==> src/rtl/gpio_cfg_pkg.sv <==
package gpio_cfg_pkg;

    typedef struct packed {
        logic [7:0] dir;
        logic [7:0] lat;
        logic [7:0] mode;
    } bank_regs_t;

    typedef enum logic [1:0] {
        OFS_DIR  = 2'd0,
        OFS_LAT  = 2'd1,
        OFS_PINS = 2'd2,
        OFS_MODE = 2'd3
    } reg_ofs_e;

    function automatic logic [7:0] pin_mask(input int unsigned cnt);
        logic [8:0] m;
        m = (9'd1 << cnt) - 9'd1;
        return m[7:0];
    endfunction

endpackage

==> src/rtl/gpio_in_sync.sv <==
module gpio_in_sync #(
    parameter int WIDTH = 8
) (
    input  logic             clk,
    input  logic             rst_n,
    input  logic [WIDTH-1:0] async_in,
    output logic [WIDTH-1:0] sync_out
);
    typedef struct packed {
        logic [WIDTH-1:0] meta;
        logic [WIDTH-1:0] stable;
    } sync_t;

    sync_t s_d, s_q;

    always_comb begin
        s_d        = s_q;
        s_d.meta   = async_in;
        s_d.stable = s_q.meta;
    end

    always_ff @(posedge clk or negedge rst_n) begin
        if (!rst_n) s_q <= '0;
        else        s_q <= s_d;
    end

    assign sync_out = s_q.stable;


    sync_second_stage_chk: assert property (@(posedge clk) disable iff (!rst_n)
        sync_out == $past(s_q.meta));

endmodule

==> src/rtl/gpio_bank_slice.sv <==
module gpio_bank_slice
    import gpio_cfg_pkg::*;
#(
    parameter int         PIN_CNT = 8,
    parameter logic [7:0] BASE    = 8'hF0
) (
    input  logic       clk,
    input  logic       rst_n,
    input  logic       sel,
    input  logic [7:0] reg_idx,
    input  logic [7:0] wr_data,
    input  logic       wr_stb,
    input  logic [7:0] pins_sync,
    output logic [7:0] rd_val,
    output logic [7:0] pin_out,
    output logic [7:0] pin_oe
);
    localparam logic [7:0] MASK = pin_mask(PIN_CNT);

    bank_regs_t regs_d, regs_q;
    logic       hit;
    reg_ofs_e   ofs;

    assign hit = sel && (reg_idx[7:4] == BASE[7:4]) && (reg_idx[3:2] == 2'b00);
    assign ofs = reg_ofs_e'(reg_idx[1:0]);

    always_comb begin
        regs_d = regs_q;
        if (wr_stb && hit) begin
            case (ofs)
                OFS_DIR:  regs_d.dir  = wr_data & MASK;
                OFS_LAT:  regs_d.lat  = wr_data & MASK;
                OFS_MODE: regs_d.mode = wr_data & MASK;
                default:  regs_d      = regs_q;
            endcase
        end
    end

    always_ff @(posedge clk or negedge rst_n) begin
        if (!rst_n) regs_q <= '0;
        else        regs_q <= regs_d;
    end

    always_comb begin
        rd_val = '0;
        if (hit) begin
            case (ofs)
                OFS_DIR:  rd_val = regs_q.dir;
                OFS_LAT:  rd_val = regs_q.lat;
                OFS_PINS: rd_val = pins_sync & MASK;
                OFS_MODE: rd_val = regs_q.mode;
                default:  rd_val = '0;
            endcase
        end
    end

    // push-pull drives the latch both ways; open-drain only pulls low
    assign pin_oe  = regs_q.dir & (regs_q.mode | ~regs_q.lat) & MASK;
    assign pin_out = regs_q.dir & regs_q.mode & regs_q.lat & MASK;


    bank_reset_clear_chk: assert property (@(posedge clk)
        !rst_n |=> (regs_q == '0));

    deselected_write_ignored_chk: assert property (@(posedge clk) disable iff (!rst_n)
        (wr_stb && !sel) |=> $stable(regs_q));

    status_write_ignored_chk: assert property (@(posedge clk) disable iff (!rst_n)
        (wr_stb && sel && reg_idx == (BASE | 8'h02)) |=> $stable(regs_q));

    unused_bits_zero_chk: assert property (@(posedge clk) disable iff (!rst_n)
        ((regs_q.dir | regs_q.lat | regs_q.mode | pin_oe) & ~MASK) == 8'h00);

    drive_high_needs_enable_chk: assert property (@(posedge clk) disable iff (!rst_n)
        (pin_out & ~pin_oe) == 8'h00);

endmodule

==> src/rtl/gpio_cfg_banks.sv <==
module gpio_cfg_banks
    import gpio_cfg_pkg::*;
#(
    parameter int                         NUM_BANKS = 8,
    parameter logic [7:0]                 TOP_BASE  = 8'hF0,
    parameter logic [7:0]                 STRIDE    = 8'h10,
    parameter logic [NUM_BANKS-1:0][3:0]  BANK_PINS = {4'd8, 4'd8, 4'd5, 4'd8, 4'd8, 4'd8, 4'd7, 4'd7}
) (
    input  logic                   clk,
    input  logic                   rst_n,
    input  logic                   dev_sel,
    input  logic [7:0]             reg_idx,
    input  logic [7:0]             wr_data,
    input  logic                   wr_stb,
    input  logic                   rd_stb,
    input  logic [8*NUM_BANKS-1:0] pin_in,
    output logic [7:0]             rd_data,
    output logic [8*NUM_BANKS-1:0] pin_out,
    output logic [8*NUM_BANKS-1:0] pin_oe
);
    localparam int PIN_W = 8 * NUM_BANKS;

    logic [PIN_W-1:0] pins_sync;
    logic [7:0]       bank_rd [NUM_BANKS];
    logic [7:0]       rd_any;
    logic [7:0]       rd_d, rd_q;

    gpio_in_sync #(.WIDTH(PIN_W)) u_sync (
        .clk      (clk),
        .rst_n    (rst_n),
        .async_in (pin_in),
        .sync_out (pins_sync)
    );

    for (genvar b = 0; b < NUM_BANKS; b++) begin : g_bank
        localparam logic [7:0] BBASE = TOP_BASE - 8'(b * int'(STRIDE));
        gpio_bank_slice #(
            .PIN_CNT (int'(BANK_PINS[b])),
            .BASE    (BBASE)
        ) u_bank (
            .clk       (clk),
            .rst_n     (rst_n),
            .sel       (dev_sel),
            .reg_idx   (reg_idx),
            .wr_data   (wr_data),
            .wr_stb    (wr_stb),
            .pins_sync (pins_sync[b*8 +: 8]),
            .rd_val    (bank_rd[b]),
            .pin_out   (pin_out[b*8 +: 8]),
            .pin_oe    (pin_oe[b*8 +: 8])
        );
    end

    always_comb begin
        rd_any = '0;
        for (int b = 0; b < NUM_BANKS; b++) rd_any = rd_any | bank_rd[b];
    end

    always_comb begin
        rd_d = rd_q;
        if (rd_stb) rd_d = rd_any;
    end

    always_ff @(posedge clk or negedge rst_n) begin
        if (!rst_n) rd_q <= '0;
        else        rd_q <= rd_d;
    end

    assign rd_data = rd_q;


    rd_hold_chk: assert property (@(posedge clk) disable iff (!rst_n)
        !rd_stb |=> $stable(rd_data));

    rd_deselected_zero_chk: assert property (@(posedge clk) disable iff (!rst_n)
        (rd_stb && !dev_sel) |=> (rd_data == 8'h00));

    top_reset_oe_chk: assert property (@(posedge clk)
        !rst_n |=> (pin_oe == '0));

endmodule

==> config.mk <==
export PLATFORM = sky130hd
export DESIGN_NAME = gpio_cfg_banks
export DESIGN_NICKNAME = d
export VERILOG_FILES = /design/src/rtl/gpio_cfg_pkg.sv /design/src/rtl/gpio_in_sync.sv /design/src/rtl/gpio_bank_slice.sv /design/src/rtl/gpio_cfg_banks.sv
export SDC_FILE = /design/constraint.sdc
export NUM_CORES = 1
export LEC_CHECK = 0
export ABC_AREA = 1
export BUFFER_PORTS_ARGS = -buffer_cell sky130_fd_sc_hd__buf_2
export CAP_MARGIN = 20
export CORE_AREA = 2 2 157 159
export DETAILED_ROUTE_END_ITERATION = 6
export DIE_AREA = 0 0 159 161
export GPL_TIMING_DRIVEN = 0
export HOLD_SLACK_MARGIN = 0.02
export PLACE_DENSITY = 0.89
export SYNTH_ARGS = -nofsm -noshare
export SYNTH_HDL_FRONTEND = slang
export SYNTH_SLANG_ARGS = --single-unit
==> constraint.sdc <==
create_clock -name clk -period 1.5 [get_ports clk]
set_input_delay 0.225 -clock clk [delete_from_list [all_inputs] [get_ports clk]]
set_output_delay 0.225 -clock clk [all_outputs]
set_load 0.01 [all_outputs]
==> results of run 1 <==
## stage by stage
step / util, % / std cells / hold WS, ns / setup TNS, ns
3_3_place_gp: 60.8 / 2077 / 0.332 / -1604.99
4_1_cts: 71.7 / 2272 / -0.406 / -2.20
6_report: 75.5 / 2341 / -0.415 / -4.92
3_5_place_dp: 61.1 / 2079 / 0.166 / -86.93
2_1_floorplan: - / 1550 / -0.0706 / 0
5_1_grt: 75.5 / 2340 / -0.378 / -7.97
## report_power, final
| group | internal (mW) | switching, mW |
|---|---|---|
| combinational | 0.644 | 1.12 |
| sequential | 8.48 | 0.212 |
| clock | 4.62 | 3.35 |
| total | 13.7 | 4.68 |
## repair_timing
item / in CTS / in global routing
pin swaps: 35 / 69
gates resized for setup: 129 / 138
hold endpoints to repair: 115 / 55
gates cloned: 0 / 0
buffers inserted: 76 / 71
endpoints found under the setup margin: 92 / 151
## worst max-delay path: stages (launching register included)
cell     delay [ns]
dfrtp_1        0.44
o21ai_2        0.30
buf_2          0.19
## worst max path at each step
| stage | slack, ns | cells past startpoint | start | to |
|---|---|---|---|---|
| 2_1_floorplan | 0.13 | 11 | reg_idx[1] | rd_data[3] |
| 3_3_place_gp | -5.14 | 1 | rst_n | u_sync.s_d[44] |
| 3_5_place_dp | -0.53 | 10 | reg_idx[0] | rd_data[4] |
| 4_1_cts | -0.09 | 2 | g_bank[4].u_bank.regs_q[13] | pin_oe[37] |
| 5_1_grt | -0.24 | 2 | g_bank[7].u_bank.regs_q[13] | pin_oe[61] |
| 6_report | -0.22 | 2 | g_bank[7].u_bank.regs_q[13] | pin_oe[61] |
## per-layer routing
| layer | track usage, % | up-vias |
|---|---|---|
| met2 | 57.4 | 1200 |
| met3 | 10.2 | 338 |
| met4 | 25.6 | 0 |
| met5 | 0 | - |
| li1 | - | 5868 |
| met1 | 45.4 | 6591 |
## state kept, by name, indices dropped and copies added (netlist names)
name / count
rd_data: 8
u_sync.s_d: 59
g_bank.u_bank.regs_q: 177
u_sync.sync_out: 59
## cells by family (layout without fill, tap and decap cells)
family                 Yosys count  count (layout)
buffers and inverters          232             697
other                            1              12
AOI/OAI and AO/OA              331             331
and+or+nand+nor                674             674
DFF                            303             303
## layout make-up
cell class	instances	area [µm²]	area share [%]
clock inverters	14	159	0.879
flip-flops and latches	303	7600	42.0
inverters	146	552	3.05
plain buffers	82	403	2.23
well taps	324	405	2.24
diodes	2	5.00	0.0277
multi-input cells	1015	5140	28.4
repair buffers	412	2940	16.3
clock buffers	43	881	4.87
## cell usage in the layout, fill, tap and decap left out, types with 13 or more instances in the layout
master	count
nand2_1	380
dfrtp_1	292
buf_2	210
buf_4	157
o21ai_0	122
nand3_1	111
o21ai_1	103
nor2_1	96
inv_2	75
inv_1	69
dlygate4sd3_1	60
a21oi_2	42
clkbuf_1	38
clkbuf_16	31
nor2_2	27
buf_6	24
a21oi_1	21
o211ai_1	21
nand3_2	20
nand2_2	15
nor2_4	13
==> impl_metrics.toml, run 1 <==
[routing]
via_per_inst = 5.98
topRoutingLayerUsed = "met4"
drt_iter0_markers = 1916
drc = 1
ant_nets = 0
met1_length_mm = 17.0
wl_per_cell_um = 21.9
dr.pass1.iters = 7
wl_mm = 51.2
wl_met3_mm = 6.67
met2WireLength_mm = 23.4
vias = 13997

[clock_tree]
cts_tree = "yes"
cts.sinks = 303
root_buffer = "clkbuf_16"
cts_buffers = 31
clk_latency_ns = 0.56
clockBufferDepth = 3
postCtsHoldBufs = 60
ctsHtreeMaxLevel = 1
clk_pin_slew_ns = 0.07

[global_routing]
grt_pass1_vias = 13161
grt_max_degree = 132
grt_overflow = 0
grt_pass1_wl_mm = 72.5
grt_use_total_pct = 37.0
antenna_found_initial = 2

[yosys]
synth_top_flop_cell = "dfrtp_1"
synth_xor_area_share_pct = 0
yosysTopAreaCell = "dfrtp_1"
avgSynthCellArea_um2 = 8.51
yosysMostFrequentCell = "nand2_1"
yosysWarnings = 0
synth_area_leaders = "dfrtp_1, nand2_1, o21ai_0, nand3_1, inv_1"
synth.distinct_cells = 26
async_flop_share_pct = 100
synth_commonest_cells = "nand2_1, dfrtp_1, inv_1, o21ai_0, nor2_1"
ys_seq_area_share_pct = 57.8
synth_top_family_by_area = "simple AND/OR/NAND/NOR gates"
yosysTopAreaCellShare_pct = 57.8
synth-simple-area-share_pct = 21.6
synth-compound-area-share_pct = 13.2
synthCells = 1541
synth_edf_count = 0
ys_ff_latch = 303
synth.area.mux_share_pct = 0
synth_fa_ha_area_share_pct = 0
netlist_area_um2 = 13100

[placed_design]
dpl_cell_area_um2 = 14600
port_buffers = 203
place_ws_ns = -0.527
hpwl_mm = 31.0
gp_congestion = 0.988

[status]
violations = "design-rule violations, negative hold slack, negative setup slack"
status = "finished, violations left"

[timing]
period_needed_ns = 1.72
maxSlewViolCount = 0
worst_pin_slew_ns = 0.946
clock_skew_ns = 0.00955
setup_slack_ns = -0.218
relSlewSlack_pct = 36.5
whs_ns = -0.415
setup_violations = 100
hold_violations = 55
rsz0062_at_grt = "yes"
fin_crit_sh_pct = 115
fmax_mhz = 582

[final_layout]
area_growth_pct = 37.9
fin_area_um2 = 18100
drive_gt1_share_pct = 33.9
final_nets = 2076
fill_cells = 1525

[worst_setup_path]
worstSetupPathType = "reg -> out"
r2r_cells = 9
worstSetupEndpointType = "output pin"
critPathLaunchType = "register"
required_ns = 1.27
r2r-end = "rd_data[3]"
reg2reg_setup_slack_ns = -0.03
critPathArrivalTime_ns = 1.49
r2r_start = "g_bank[6].u_bank.regs_q[11]"
timing.critical_path.fanout_max = 4

[pwr]
ir_drop_mv = 0.943
p_total_mw = 18.4
powerDensity_nw_per_um2 = 1020
power_leakage_nw = 8.50

[floorplan]
die_area_um2 = 25600
core_area_um2 = 24000
die_x_um = 159
rows = 57
dieHeight_um = 161
initial_core_util_pct = 54.7
io_pins = 221

[hold_path]
min_path_type = "in -> async"

[job]
cap_violations = 0
No activity file was read; power rests on OpenSTA's default activity.
==> inputs of run 2 (changes only) <==
CORE_AREA = 2 2 213 215   (was 2 2 157 159)
DIE_AREA = 0 0 215 217   (was 0 0 159 161)
PLACE_DENSITY = 0.6   (was 0.89)
REMOVE_ABC_BUFFERS = 1   (was unset)
clock period = 1.52 ns   (was 1.5 ns; I/O delays follow)
==> impl_metrics.toml, run 2 (same netlist as run 1, synthesis figures left out) <==
[placed_design]
dpl_cell_area_um2 = 14700
hpwl_mm = 29.3
gp_congestion = 0.823
port_buffers = 205

[global_routing]
grt_pass1_vias = 11184
grt_use_total_pct = 19.5
grt_max_degree = 91
grt_overflow = 0
grt_pass1_wl_mm = 68.3
antenna_found_initial = 3

[clock_tree]
clk_pin_slew_ns = 0.06
clockBufferDepth = 3
cts.sinks = 303
ctsHtreeMaxLevel = 2
root_buffer = "clkbuf_16"
cts_tree = "yes"
cts_buffers = 38
clk_latency_ns = 0.55

[final_layout]
fill_cells = 4499
largest_register_ffs = 177
postLayoutCoreUtil_pct = 40.8
final_common_cell = "nand2_1"
most-common-layout-cells = "nand2_1, dfrtp_1, buf_2"
final_nets = 1952
area_growth_pct = 39.0
fin_area_um2 = 18200
top_register = "g_bank.u_bank.regs_q"
drive_gt1_share_pct = 30.7

[status]
status = "finished, violations left"
violations = "negative setup slack"

[routing]
vias = 11949
wl_per_cell_um = 18.9
wl_mm = 47.3
drc = 0
ant_nets = 0
via_per_inst = 4.78
drt_iter0_markers = 969
dr.pass1.iters = 5

[worst_setup_path]
slowest_delay_ns = 0.39
worstSetupPathType = "reg -> out"
critPathArrivalTime_ns = 1.39
crit_slowest_cell = "dfrtp_1"
required_ns = 1.29
timing.critical_path.fanout_max = 3
crit_buf_inv = 2
crit_family = "flip-flops"
crit_chain = "inv_2 > a21oi_4 > buf_6"
worstSetupEndpointType = "output pin"
critPathLaunchType = "register"

[floorplan]
core_area_um2 = 44700
initial_core_util_pct = 29.3
die_area_um2 = 46700
rows = 78
dieHeight_um = 217
die_x_um = 215
io_pins = 221

[timing]
relSlewSlack_pct = 31.9
fin_crit_sh_pct = 106
rsz0062_at_grt = "yes"
worst_pin_slew_ns = 1.02
whs_ns = 0.160
maxSlewViolCount = 0
hold_violations = 0
fmax_mhz = 619
setup_violations = 25
clock_skew_ns = 0.0169
period_needed_ns = 1.62
setup_slack_ns = -0.0952

[job]
cap_violations = 0

[pwr]
power_leakage_nw = 8.21
ir_drop_mv = 0.752
powerDensity_nw_per_um2 = 1090
p_total_mw = 19.9

[hold_path]
min_path_type = "in -> reg"
## run 2: cell types whose count changed in the layout (fill, tap and decap cells not counted), sizes merged
cell / previous run / this run
diode: 2 / 1
buf: 397 / 299
clkbuf: 80 / 59
clkinvlp: 3 / 2
inv: 146 / 145
nor2: 136 / 137
nand2: 395 / 396
bufinv: 3 / 4
## run 2: worst paths after layout
| check | start | to | slack, ns | depth (start not counted) |
|---|---|---|---|---|
| worst max-delay path | g_bank[2].u_bank.regs_q[1] | pin_oe[17] | -0.1 | 3 |
| worst min-delay path | rd_stb | rd_data[7] | 0.16 | 3 |
| worst max register to register | g_bank[0].u_bank.regs_q[13] | rd_data[5] | 0.07 | 6 |
| worst min register to register | u_sync.s_d[62] | u_sync.sync_out[62] | 0.35 | 0 |
| max in group asynchronous | rst_n | u_sync.sync_out[58] | 0.35 | 4 |
| min in group asynchronous | rst_n | u_sync.sync_out[4] | 0.19 | 2 |
## run 2: final cells by class
| cell class | instances | area, µm² | share of cell area, % |
|---|---|---|---|
| sequential | 303 | 7590 | 41.7 |
| antenna | 1 | 2.50 | 0.0137 |
| clock buffer | 57 | 1180 | 6.46 |
| multi-input combinational | 1017 | 5250 | 28.8 |
| tap | 600 | 751 | 4.12 |
| timing repair buffer | 361 | 2660 | 14.6 |
| clock inverter | 13 | 184 | 1.01 |
| inverter | 146 | 606 | 3.32 |
## run 2: per-stage QoR
step,instances,setup WS [ns],setup TNS [ns]
after floorplan,1464,-1.58,-93.99
after global placement,2269,-5.67,-2234.20
after detailed placement,2279,-2.33,-288.52
after CTS,2450,-0.123,-2.68
after global routing,2498,-0.131,-4.32
final,2498,-0.0952,-0.628
## run 2: worst register-to-register path: stages (launching register included)
cell	delay, ns
dfrtp_1	0.42
o21ai_0	0.18
o211ai_1	0.12
nand2_1	0.11
nand2_1	0.10
nor2_1	0.28
a21oi_1	0.11
## run 2: routing by layer
layer  share of wire (%)  track usage [%]  routed length, µm  vias to the layer above
met4                 3.1             8.11               1490                        4
met2                  46             30.6              21800                      423
met5               0.044                0                 21                        -
li1                    -                -                  -                     5630
met3                 6.2             3.55               2930                       89
met1                  45             26.7              21100                     5803
## run 2: power by group
| part | leakage, nW | switching, mW | internal (mW) |
|---|---|---|---|
| Combinational | 3.63 | 1.04 | 0.585 |
| Clock | 0.665 | 3.64 | 6.05 |
| Sequential | 3.92 | 0.180 | 8.37 |
| Total | 8.21 | 4.86 | 15.0 |
## run 2: timing repair
item	CTS	global route
hold buffers	60	0
cloned	1	2
gates resized for setup	157	110
setup endpoints to repair	277	307
pin swaps	29	43
setup buffers	40	45
endpoints found under the hold margin	117	0
